==> src/rtl/cfgmem_pkg.sv <==
package cfgmem_pkg;
  localparam int ADDR_BYTES = 3;
  localparam int LOAD_W = ADDR_BYTES * 8;
  localparam logic [LOAD_W-1:0] ID_LOC = 24'h040000;
  localparam logic [7:0] ID_BYTE_A = 8'h1E;
  localparam logic [7:0] ID_BYTE_B = 8'hF7;

  typedef enum logic [2:0] {
    ST_IDLE,
    ST_DEV,
    ST_ADR,
    ST_WDAT,
    ST_RDAT,
    ST_SKIP
  } link_st_e;
endpackage

==> src/rtl/cfgmem_sync_detect.sv <==
module cfgmem_sync_detect #(
  parameter int STAGES = 2
) (
  input  logic clk,
  input  logic rst_n,
  input  logic scl_i,
  input  logic sda_i,
  output logic sda_s,
  output logic scl_rise,
  output logic scl_fall,
  output logic start_ev,
  output logic stop_ev
);
  logic [STAGES-1:0] scl_pipe, sda_pipe;
  logic scl_q, sda_q, scl_s;

  always_ff @(posedge clk or negedge rst_n) begin
    if (!rst_n) begin
      scl_pipe <= '1;
      sda_pipe <= '1;
      scl_q    <= 1'b1;
      sda_q    <= 1'b1;
    end else begin
      scl_pipe <= {scl_pipe[STAGES-2:0], scl_i};
      sda_pipe <= {sda_pipe[STAGES-2:0], sda_i};
      scl_q    <= scl_pipe[STAGES-1];
      sda_q    <= sda_pipe[STAGES-1];
    end
  end

  assign scl_s    = scl_pipe[STAGES-1];
  assign sda_s    = sda_pipe[STAGES-1];
  assign scl_rise = scl_s & ~scl_q;
  assign scl_fall = ~scl_s & scl_q;
  // data edges while the clock stays high
  assign start_ev = scl_s & scl_q & sda_q & ~sda_s;
  assign stop_ev  = scl_s & scl_q & ~sda_q & sda_s;
endmodule

==> src/rtl/cfgmem_addr_ctr.sv <==
module cfgmem_addr_ctr
  import cfgmem_pkg::*;
#(
  parameter int AW = 8,
  parameter int PW = 4
) (
  input  logic              clk,
  input  logic              rst_n,
  input  logic              load_en,
  input  logic [LOAD_W-1:0] load_addr,
  input  logic              rd_step,
  input  logic              wr_step,
  output logic [AW-1:0]     cur_addr,
  output logic              id_mode,
  output logic              id_sel
);
  logic [AW-1:0] addr_q, addr_n;
  logic id_q, id_n, sel_q, sel_n;

  always_comb begin
    addr_n = addr_q;
    id_n   = id_q;
    sel_n  = sel_q;
    if (load_en) begin
      if (load_addr == ID_LOC) begin
        id_n  = 1'b1;
        sel_n = 1'b0;
      end else begin
        id_n   = 1'b0;
        addr_n = load_addr[AW-1:0];
      end
    end else if (rd_step) begin
      if (id_q) sel_n = ~sel_q;
      else      addr_n = addr_q + 1'b1;
    end else if (wr_step && !id_q) begin
      addr_n = {addr_q[AW-1:PW], addr_q[PW-1:0] + 1'b1};
    end
  end

  always_ff @(posedge clk or negedge rst_n) begin
    if (!rst_n) begin
      addr_q <= '0;
      id_q   <= 1'b0;
      sel_q  <= 1'b0;
    end else if (load_en || rd_step || wr_step) begin
      addr_q <= addr_n;
      id_q   <= id_n;
      sel_q  <= sel_n;
    end
  end

  assign cur_addr = addr_q;
  assign id_mode  = id_q;
  assign id_sel   = sel_q;

  // write stepping never leaves the page
  assert_page_hold_R8: assert property (@(posedge clk) disable iff (!rst_n)
    (wr_step && !load_en && !id_q) |=> (addr_q[AW-1:PW] == $past(addr_q[AW-1:PW])));

  // read stepping past the top returns to zero
  assert_array_wrap_R9: assert property (@(posedge clk) disable iff (!rst_n)
    (rd_step && !load_en && !id_q && (addr_q == {AW{1'b1}})) |=> (addr_q == '0));
endmodule

==> src/rtl/cfgmem_byte_store.sv <==
module cfgmem_byte_store #(
  parameter int AW = 8
) (
  input  logic          clk,
  input  logic          wr_en,
  input  logic [AW-1:0] wr_addr,
  input  logic [7:0]    wr_data,
  input  logic [AW-1:0] rd_addr,
  output logic [7:0]    rd_data
);
  localparam int DEPTH = 1 << AW;
  logic [7:0] cells [DEPTH];

  always_ff @(posedge clk) begin
    if (wr_en) cells[wr_addr] <= wr_data;
  end

  assign rd_data = cells[rd_addr];
endmodule

==> src/rtl/cfgmem_link_fsm.sv <==
module cfgmem_link_fsm
  import cfgmem_pkg::*;
#(
  parameter logic [6:0] DEV_ADDR = 7'h50
) (
  input  logic              clk,
  input  logic              rst_n,
  input  logic              ser_en_n,
  input  logic              sda_s,
  input  logic              scl_rise,
  input  logic              scl_fall,
  input  logic              start_ev,
  input  logic              stop_ev,
  input  logic [7:0]        tx_byte,
  output logic              sda_oe,
  output logic              load_en,
  output logic [LOAD_W-1:0] load_addr,
  output logic              rd_step,
  output logic              wr_step,
  output logic              wr_pulse,
  output logic [7:0]        wr_data
);
  link_st_e st_q, st_n;
  logic [3:0]  cnt_q, cnt_n;
  logic [7:0]  sh_q, sh_n, tx_q, tx_n;
  logic [15:0] ab_q, ab_n;
  logic [1:0]  idx_q, idx_n;
  logic        oe_q, oe_n, mack_q, mack_n;

  always_comb begin
    st_n = st_q; cnt_n = cnt_q; sh_n = sh_q; tx_n = tx_q;
    ab_n = ab_q; idx_n = idx_q; oe_n = oe_q; mack_n = mack_q;
    load_en = 1'b0; rd_step = 1'b0; wr_step = 1'b0; wr_pulse = 1'b0;
    if (ser_en_n) begin
      st_n = ST_IDLE; oe_n = 1'b0; cnt_n = '0;
    end else if (start_ev) begin
      st_n = ST_DEV; oe_n = 1'b0; cnt_n = '0;
    end else if (stop_ev) begin
      st_n = ST_IDLE; oe_n = 1'b0; cnt_n = '0;
    end else if (scl_rise && st_q != ST_IDLE && st_q != ST_SKIP && cnt_q < 4'd9) begin
      cnt_n = cnt_q + 4'd1;
      if (st_q == ST_RDAT) begin
        if (cnt_q == 4'd8) begin
          mack_n  = ~sda_s;
          rd_step = 1'b1;
        end
      end else if (cnt_q < 4'd8) begin
        if (st_q == ST_WDAT) sh_n = {sda_s, sh_q[7:1]};
        else                 sh_n = {sh_q[6:0], sda_s};
      end
    end else if (scl_fall) begin
      unique case (st_q)
        ST_DEV, ST_ADR, ST_WDAT: begin
          if (cnt_q == 4'd8) begin
            if (st_q == ST_DEV && sh_q[7:1] != DEV_ADDR) begin
              st_n = ST_SKIP; cnt_n = '0;
            end else begin
              oe_n = 1'b1;
            end
            if (st_q == ST_WDAT) begin
              wr_pulse = 1'b1;
              wr_step  = 1'b1;
            end
            if (st_q == ST_ADR) begin
              if (idx_q == 2'd0) ab_n[15:8] = sh_q;
              if (idx_q == 2'd1) ab_n[7:0]  = sh_q;
              if (idx_q == 2'd2) load_en    = 1'b1;
            end
          end else if (cnt_q == 4'd9) begin
            oe_n = 1'b0; cnt_n = '0;
            if (st_q == ST_DEV) begin
              if (sh_q[0]) begin
                st_n = ST_RDAT; tx_n = tx_byte; oe_n = ~tx_byte[0];
              end else begin
                st_n = ST_ADR; idx_n = 2'd0;
              end
            end else if (st_q == ST_ADR) begin
              if (idx_q == 2'd2) st_n = ST_WDAT;
              else               idx_n = idx_q + 2'd1;
            end
          end
        end
        ST_RDAT: begin
          if (cnt_q >= 4'd1 && cnt_q <= 4'd7) begin
            oe_n = ~tx_q[cnt_q[2:0]];
          end else if (cnt_q == 4'd8) begin
            oe_n = 1'b0;
          end else if (cnt_q == 4'd9) begin
            cnt_n = '0;
            if (mack_q) begin
              tx_n = tx_byte; oe_n = ~tx_byte[0];
            end else begin
              st_n = ST_SKIP; oe_n = 1'b0;
            end
          end
        end
        default: ;
      endcase
    end
  end

  always_ff @(posedge clk or negedge rst_n) begin
    if (!rst_n) begin
      st_q <= ST_IDLE; cnt_q <= '0; sh_q <= '0; tx_q <= '0;
      ab_q <= '0; idx_q <= '0; oe_q <= 1'b0; mack_q <= 1'b0;
    end else begin
      st_q <= st_n; cnt_q <= cnt_n; sh_q <= sh_n; tx_q <= tx_n;
      ab_q <= ab_n; idx_q <= idx_n; oe_q <= oe_n; mack_q <= mack_n;
    end
  end

  assign sda_oe    = oe_q;
  assign load_addr = {ab_q, sh_q};
  assign wr_data   = sh_q;

  // serial-enable high frees the line on the next clock
  assert_release_off_R13: assert property (@(posedge clk) disable iff (!rst_n)
    ser_en_n |=> !sda_oe);

  // drive turns on only after a detected clock fall
  assert_drive_on_fall_R14: assert property (@(posedge clk) disable iff (!rst_n)
    $rose(sda_oe) |-> $past(scl_fall));

  // an unaddressed or finished slave stays off the line
  assert_skip_quiet_R12: assert property (@(posedge clk) disable iff (!rst_n)
    (st_q == ST_SKIP) |-> !sda_oe);
endmodule

==> src/rtl/cfgmem_serial_slave.sv <==
module cfgmem_serial_slave
  import cfgmem_pkg::*;
#(
  parameter int ARRAY_AW = 8,
  parameter int PAGE_AW = 4,
  parameter int SYNC_STAGES = 2,
  parameter logic [6:0] DEV_ADDR = 7'h50
) (
  input  logic clk,
  input  logic rst_n,
  input  logic ser_en_n,
  input  logic scl_i,
  input  logic sda_i,
  output logic sda_oe
);
  logic sda_s, scl_rise, scl_fall, start_ev, stop_ev;
  logic load_en, rd_step, wr_step, wr_pulse, id_mode, id_sel;
  logic [LOAD_W-1:0] load_addr;
  logic [ARRAY_AW-1:0] cur_addr;
  logic [7:0] wr_data, rd_data, tx_byte;

  cfgmem_sync_detect #(.STAGES(SYNC_STAGES)) u_sync (
    .clk(clk), .rst_n(rst_n), .scl_i(scl_i), .sda_i(sda_i), .sda_s(sda_s),
    .scl_rise(scl_rise), .scl_fall(scl_fall), .start_ev(start_ev), .stop_ev(stop_ev)
  );

  cfgmem_link_fsm #(.DEV_ADDR(DEV_ADDR)) u_fsm (
    .clk(clk), .rst_n(rst_n), .ser_en_n(ser_en_n), .sda_s(sda_s),
    .scl_rise(scl_rise), .scl_fall(scl_fall), .start_ev(start_ev), .stop_ev(stop_ev),
    .tx_byte(tx_byte), .sda_oe(sda_oe), .load_en(load_en), .load_addr(load_addr),
    .rd_step(rd_step), .wr_step(wr_step), .wr_pulse(wr_pulse), .wr_data(wr_data)
  );

  cfgmem_addr_ctr #(.AW(ARRAY_AW), .PW(PAGE_AW)) u_ctr (
    .clk(clk), .rst_n(rst_n), .load_en(load_en), .load_addr(load_addr),
    .rd_step(rd_step), .wr_step(wr_step), .cur_addr(cur_addr),
    .id_mode(id_mode), .id_sel(id_sel)
  );

  cfgmem_byte_store #(.AW(ARRAY_AW)) u_store (
    .clk(clk), .wr_en(wr_pulse & ~id_mode), .wr_addr(cur_addr), .wr_data(wr_data),
    .rd_addr(cur_addr), .rd_data(rd_data)
  );

  assign tx_byte = id_mode ? (id_sel ? ID_BYTE_B : ID_BYTE_A) : rd_data;
endmodule

==> config.mk <==
export PLATFORM = sky130hd
export DESIGN_NAME = cfgmem_serial_slave
export DESIGN_NICKNAME = d
export VERILOG_FILES = /design/src/rtl/cfgmem_pkg.sv /design/src/rtl/cfgmem_sync_detect.sv /design/src/rtl/cfgmem_addr_ctr.sv /design/src/rtl/cfgmem_byte_store.sv /design/src/rtl/cfgmem_link_fsm.sv /design/src/rtl/cfgmem_serial_slave.sv
export SDC_FILE = /design/constraint.sdc
export NUM_CORES = 2
export LEC_CHECK = 0
export BUFFER_PORTS_ARGS = -buffer_cell sky130_fd_sc_hd__buf_4
export CORE_ASPECT_RATIO = 0.75
export CORE_MARGIN = 5
export CORE_UTILIZATION = 35
export CTS_CLUSTER_DIAMETER = 40
export CTS_CLUSTER_SIZE = 25
export DETAILED_ROUTE_END_ITERATION = 8
export SLEW_MARGIN = 10
export SYNTH_ARGS = -nofsm -noshare
export SYNTH_HDL_FRONTEND = slang
export SYNTH_SLANG_ARGS = --single-unit
==> constraint.sdc <==
create_clock -name clk -period 5.5 [get_ports clk]
set_clock_uncertainty 0.05 [all_clocks]
set_input_delay 1.375 -clock clk [delete_from_list [all_inputs] [get_ports clk]]
set_output_delay 1.375 -clock clk [all_outputs]
set_load 0.01 [all_outputs]
# Word-level counts from Yosys, hierarchy flattened
# Memories as Yosys holds them, arrays and structs flattened.
# Cells that the tools add are included.
[word_totals]
reg_bits = 59
latch_bits = 0
ram_bits = 2048
romBits = 0
in_bits = 5
output_inout_bits = 1
elab_cells = 218
mem_count = 1
[classes]
add_sub_neg = 4
n_mul = 0
div = 0
magnitude_cmp = 5
n_eq_ne = 39
shifts = 0
muxes = 96
bitwise_logic = 22
reduce_logical = 34
[memory_table]
columns = ["memory", "depth", "width", "rd", "rd_clocked_by_memory_dff", "write_ports", "line", "rtl"]
rows = [
  ["u_store.cells", 256, 8, 1, 0, 1, "cfgmem_byte_store.sv:12", "logic [7:0] cells [DEPTH];"],
]
[op_table]
columns = ["op", "count"]
rows = [
  ["$mux 8", 15],
  ["$mux 3", 16],
  ["$mux 1", 45],
  ["$mux 4", 11],
  ["$eq 24x19->1 const B", 1],
  ["$reduce_and 11->1", 2],
  ["$ne 5x5->1 const B", 4],
  ["$reduce_and 6->1", 3],
  ["$reduce_and 9->1", 2],
  ["$pmux 8 s2", 1],
  ["$ne 2x2->1 const B", 7],
  ["$ne 7x4->1 const B", 2],
  ["$ne 7x7->1 const B", 2],
  ["$not 1->1", 14],
  ["$reduce_and 14->1", 1],
  ["$ne 2x1->1 const B", 6],
  ["$ne 6x5->1 const B", 2],
  ["$ne 6x6->1 const B", 2],
  ["$reduce_and 4->1", 3],
  ["$reduce_bool 5->1", 2],
  ["$add 4x1->4 const B", 2],
  ["$add 8x1->8 const B", 1],
  ["$and 1x1->1", 8],
  ["$eq 4x4->1 const B", 2],
  ["31 further kinds", 46],
]

# Depth between registers and ports, before layout
[logic_depth]
ltp_word = 13
depth_mapped = 13
ltp_nobuf = 9

# Hierarchy
# Synthesis repeated with hierarchy kept, for this count alone.
[unflattened]
hier_cells = 4054
area_unflattened_um2 = 82905.8
[modules_own_cells]
columns = ["mod", "instances", "cells_each", "area_each_um2", "seq_area_each_um2"]
rows = [
  ["cfgmem_byte_store", 1, 3725, 79387.4, 61499.0],
  ["cfgmem_link_fsm", 1, 226, 2527.4, 1076.0],
  ["cfgmem_addr_ctr", 1, 77, 709.4, 250.2],
  ["cfgmem_sync_detect", 1, 10, 190.2, 157.7],
  ["cfgmem_serial_slave", 1, 16, 91.3, 0.0],
]

# Least setup slack after synthesis
# OpenSTA, ideal clock, no wires.
[synth_timing]
kind = "reg2reg"
start = "register u_fsm.sh_q[6] (netlist: u_fsm.wr_data[6])"
end = "register u_fsm.st_q[0]"
setup_ns = 0.125
arrival_ns = 4.782
required_ns = 5.325
path_slack_ns = 0.544
path_stages_with_launch = 7
path_buffers = 0
cell_sequence = "dfrtp_1 nor3_1 a41oi_1 nand2_1 o2bb2ai_1 a21oi_1 mux2_2"
[synth_between]
elab_chain_cells = 4
[synth_rtl]
columns = ["element", "line", "rtl"]
rows = [
  ["start: declaration", "cfgmem_link_fsm.sv:25", "logic [7:0] sh_q, sh_n, tx_q, tx_n;"],
  ["start signal: assignment", "cfgmem_link_fsm.sv:107", "st_q <= st_n; cnt_q <= cnt_n; sh_q <= sh_n; tx_q <= tx_n;"],
  ["$ne 7x7->1", "cfgmem_link_fsm.sv:55", "if (st_q == ST_DEV && sh_q[7:1] != DEV_ADDR) begin"],
  ["$logic_and 1x1->1", "cfgmem_link_fsm.sv:55", ""],
  ["$ne 6x6->1 (no line)", "--", ""],
  ["$reduce_and 11->1 (no line)", "--", ""],
  ["end signal: assignment", "cfgmem_link_fsm.sv:107", ""],
  ["end: declaration", "cfgmem_link_fsm.sv:23", "link_st_e st_q, st_n;"],
]
# Every way passes these cells.
# A chain may end at the register's enable or synchronous reset.

# Worst setup path in the final report
[layout_timing]
start = "register u_ctr.addr_q[0] (netlist: u_ctr.cur_addr[0])"
end = "register u_fsm.tx_q[5]"
[layout_between]
elab_chain_cells = 7
[layout_rtl]
columns = ["element", "line", "rtl"]
rows = [
  ["start: declaration", "cfgmem_addr_ctr.sv:17", "logic [AW-1:0] addr_q, addr_n;"],
  ["start signal: assignment", "cfgmem_addr_ctr.sv:46", "addr_q <= addr_n;"],
  ["$mem_v2 256x8 (*)", "--", ""],
  ["$mux 8 (*)", "cfgmem_serial_slave.sv:45", "assign tx_byte = id_mode ? (id_sel ? ID_BYTE_B : ID_BYTE_A) : rd_data;"],
  ["$mux 8, on equally long branches", "cfgmem_link_fsm.sv:90, cfgmem_link_fsm.sv:72", ""],
  ["$mux 8, on equally long branches", "cfgmem_link_fsm.sv:88, cfgmem_link_fsm.sv:71", ""],
  ["$mux 8, on equally long branches", "cfgmem_link_fsm.sv:86, cfgmem_link_fsm.sv:69", ""],
  ["$mux 8, on equally long branches", "cfgmem_link_fsm.sv:84, cfgmem_link_fsm.sv:54", ""],
  ["$pmux 8 s2 (*)", "cfgmem_link_fsm.sv:52", "unique case (st_q)"],
  ["end signal: assignment", "cfgmem_link_fsm.sv:107", ""],
  ["end: declaration", "cfgmem_link_fsm.sv:25", ""],
]
# Every way passes the cells marked *; elsewhere a longest branch is shown, timed or not. The select of a mux whose other input is x is not followed.

==> impl.org <==
** Pwr
- Int Pwr :: 26.0 mW
- Per report_power, the combinational group accounts for 5.4% of the total.
- In this run the power density over the cells is 368 nW/µm².
- Switching part of the total power :: 24.5%
- The share of total power dissipated in sequential elements is 57.2%.
- Proportion of power drawn by the clock network :: 37.4%
- Static leakage :: 28.9 nW
- The design draws 34.4 mW.
- IR analysis of the VDD net gives a maximum drop of 0.000422 V.
- NetSw :: 8.42 mW

** Final layout
- Reg area :: 63000 µm²
- Synthesis-to-finish area growth :: 13.3%
- The library cell used most frequently in the layout, excluding fill and tap cells, is sky130_fd_sc_hd__edfxtp_1.
- For this run, the number of standard cells in the final layout without fillers is 7397.
- The net count of the finished layout is 4160.
- Summing all multi-input logic gate instances after layout gives 18300 µm².
- Once layout is done, the placed cells without fillers occupy 93400 µm².
- The layout has 20693 filler cells.
- Proportion of layout cells with a drive suffix above 1 :: 26.5%
- Most frequent cells in the layout :: sky130_fd_sc_hd__edfxtp_1 (2048), sky130_fd_sc_hd__mux4_2 (511), sky130_fd_sc_hd__nor2_1 (299), sky130_fd_sc_hd__buf_4 (227), sky130_fd_sc_hd__clkbuf_16 (174)

** Yosys
- Syn nets :: 3969
- Post-synthesis sequential element count :: 2107
- Of the synthesized area, sequential elements account for 76.4%.
- Predominant post-synthesis flop cell :: sky130_fd_sc_hd__edfxtp_1
- Yosys printed 0 warnings.
- Post-synth EDFFs :: 2048
- Average footprint of a synthesized cell :: 20.9 µm²
- Main area contributors after synthesis :: sky130_fd_sc_hd__edfxtp_1 (75%), sky130_fd_sc_hd__mux4_2 (14%), sky130_fd_sc_hd__mux2i_1 (1.6%)
- Fraction of post-synthesis cell area in the top cell type by area :: 74.6%
- In the synthesized netlist, the number of instances is 3954.
- In the synthesized netlist the async set-or-reset flop fraction comes to 2.80%.
- Synth cell types :: 76
- Summing every instance area after synthesis gives 82500 µm².
- Dominant cell type by area after synthesis :: sky130_fd_sc_hd__edfxtp_1

** Die
- For this design the top-level I/O count stands at 6.
- Once the floorplan was initialized, standard cells occupied 35.1% of the core.
- The die is 430 µm tall.
- The die covers 246000 µm².
- Chip width :: 571 µm
- In this run the core area contains 154 standard-cell rows.
- Floorplan Core Area :: 235000 µm²

** Clock tree
- Hold buffer count at cts :: 0
- Clock slew at reported path FFs :: 70 ps
- The later pin in the worst-skew pair is clocked with a latency of 850 ps.
- The number of gates resized after CTS was 0.
- Number of H-tree levels :: 4
- Master cell of the clock root buffer :: sky130_fd_sc_hd__clkbuf_16
- CTS Buffer Depth :: 4
- After clock tree synthesis, the setup repair step added 0 buffers.
- Number of buffers inserted during clock tree synthesis :: 171
- TritonCTS built the clock tree.
- The clock drives 2107 sinks.

** STA
- In the final timing run, aggregate negative setup slack is 0 ps.
- The final critical path takes up 87.7% of the cycle.
- Hold Vio Cnt, Final :: 0
- RSZ-0062 raised after global routing :: false
- The routed design could run at a clock period as short as 4820 ps.
- At the pin with the least slew margin, the transition time is 1370 ps.
- Maximum clock frequency :: 0.207 GHz
- Count of final setup violators :: 0
- The final count of pins violating max slew came to 0.
- Normalized max-slew margin :: 8.12%

** GRT
- The number of global-route vias before repair is 40868.
- Initial antenna violation count :: 8
- Global routing used 18.2% of the available tracks across all layers.
- Maximum number of pins on one net before global-route repair :: 190
- Overall overflow remaining after global route :: 0
- First-pass GRT wire length :: 322 mm

** Placement
- Once detailed placement completed, the half-perimeter wirelength came to 142 mm.
- Buffers placed on the I/O ports in this run total 5.
- Post-Place Cells :: 7092
- Final Wtd Congestion :: 0.877
- The placed instances occupy a cell area of 87600 µm².

** Setup path
- Counting both buffers and inverters, the worst setup path holds a total of 1.
- Critical path type :: reg2reg
- Critical path cell sequence :: buf_4 > mux4_2 > a22oi_1 > a21oi_1 > o21ai_0 > nand3_1 > a2111oi_1 > a21oi_1
- The kind of cell with the highest combined delay along the critical path is compound AO/OA/AOI/OAI gates.
- Data arrives at the worst endpoint at 5470 ps.
- The largest individual stage delay along the critical path comes from the cell sky130_fd_sc_hd__dfrtp_4.
- STA classifies the critical path startpoint as a flop.
- Crit-path max FO :: 31
- The worst setup path is captured at a flop.
- Stage delay of the slowest cell on the critical path :: 1060 ps
- Required @ worst endpoint :: 6150 ps
- Most used cell, CP :: sky130_fd_sc_hd__a21oi_1

** Worst hold path
- Type of the worst min-delay path :: reg2reg

** Route
- First-iteration detailed-routing DRC count :: 5810
- The count of nets left with antenna violations once routing finished came out at 0.
- Summing over every cut layer, the via total after detailed routing is 42049.
- Wires add up to 228 mm.
- Router iterations before antenna repair :: 7
- Number of DRC violations after detailed routing :: 0
- Dividing the detail-routed wire length by the instance count gives 30.8 µm.
- After detailed routing, the number of vias per cell comes to 5.68.

** Status
- Run status :: completed

** Flow run
- Max capacitance violation total :: 0
## synth_stat cells, drive strengths merged, types with 5 or more instances
cell       n
nor4      15
inv       12
a211oi    14
clkbuf    83
nand3     42
mux2      33
nor2     301
and3       5
ha        10
edfxtp  2048
nand2b    12
o22ai     16
a22oi     97
buf      153
nand4     18
nor3      28
nor2b     15
o211ai     5
mux4     511
dfstp      6
o21ai     44
nand2    111
mux2i    134
a21oi     54
dfrtp     53
a22o      34
a31oi      8
a221oi    13
## cell type report
cell class / count / share of cell area (%)
clock inverters: 122 / 1.55
diodes: 2 / 0.00536
flip-flops and latches: 2107 / 67.5
well taps: 3120 / 4.18
clock buffers: 181 / 4.70
inverters: 14 / 0.0563
repair buffers: 254 / 2.40
multi-input cells: 1597 / 19.6
## registers in the layout (all words and copies together), names as in the netlist, 2 cells and up
name             count
u_sync.scl_pipe      2
u_fsm.idx_q          2
u_sync.sda_pipe      2
u_fsm.wr_data        8
u_fsm.ab_q          16
u_store.cells     2048
u_fsm.cnt_q          4
u_ctr.cur_addr       8
u_fsm.st_q           3
u_fsm.tx_q           8
## path summary, 6_finish.rpt
path / start / endpoint / slack, ps / depth (start not counted)
setup / recovery: u_ctr.cur_addr[0] / u_fsm.tx_q[5] / 680 / 8
hold / removal: u_sync.sda_pipe[0] / u_sync.sda_pipe[1] / 320 / 0
setup reg to reg: u_ctr.cur_addr[0] / u_fsm.tx_q[5] / 680 / 8
hold reg to reg: u_sync.sda_pipe[0] / u_sync.sda_pipe[1] / 320 / 0
max in group asynchronous: rst_n / u_ctr.cur_addr[3] / 4030 / 2
min in group asynchronous: rst_n / u_fsm.wr_data[0] / 410 / 1
## cell families (layout without fill, tap and decap cells)
| kind of cell | after synthesis | count (layout) | synth area share [%] |
|---|---|---|---|
| flops | 2107 | 2107 | 76.4 |
| mux | 678 | 678 | 16.0 |
| simple gates | 580 | 580 | 3.14 |
| compound gates | 326 | 326 | 2.77 |
| buf+inv | 250 | 571 | 1.50 |
| fa+ha+maj | 10 | 10 | 0.152 |
| xor+xnor | 3 | 3 | 0.0319 |
| other cells | 0 | 2 | 0 |
## worst register-to-register path, cell delays in order (launching register included)
cell and delay (ps):
sky130_fd_sc_hd__dfrtp_4 1060, sky130_fd_sc_hd__buf_4 490, sky130_fd_sc_hd__mux4_2 600, sky130_fd_sc_hd__a22oi_1 240
sky130_fd_sc_hd__a21oi_1 260, sky130_fd_sc_hd__o21ai_0 1000, sky130_fd_sc_hd__nand3_1 470, sky130_fd_sc_hd__a2111oi_1 440
sky130_fd_sc_hd__a21oi_1 110
## power by group through the flow
stage | clock (mW) | sequential [mW] | combinational [mW]
CTS | 13.1 | 19.7 | 1.88
floorplan | 0 | 20.8 | 0.174
detailed placement | 0 | 20.0 | 1.91
global route | 13.8 | 19.7 | 1.98
finish | 12.9 | 19.7 | 1.85
global placement | 0 | 20.0 | 1.85
## metrics by stage
| stage | hold WS [ps] | setup slack, ps | util [%] |
|---|---|---|---|
| 2_1_floorplan | 295 | 544 | - |
| 3_3_place_gp | 324 | 828 | 37.3 |
| 3_5_place_dp | 308 | 1020 | 37.3 |
| 4_1_cts | 323 | 1020 | 39.8 |
| 5_1_grt | 326 | 632 | 39.8 |
| 6_report | 323 | 677 | 39.8 |
## routing by layer
layer / vias up / global-route usage [%] / wire, µm / part of all wire (%)
met5: - / 0 / 0 / 0
met4: 0 / 4.23 / 5620 / 2.5
met3: 341 / 6.19 / 28400 / 12
met2: 2431 / 25.1 / 95400 / 42
met1: 22429 / 27.7 / 98600 / 43
li1: 16848 / - / - / -
Note: power is estimated with default switching activity, not from simulation.
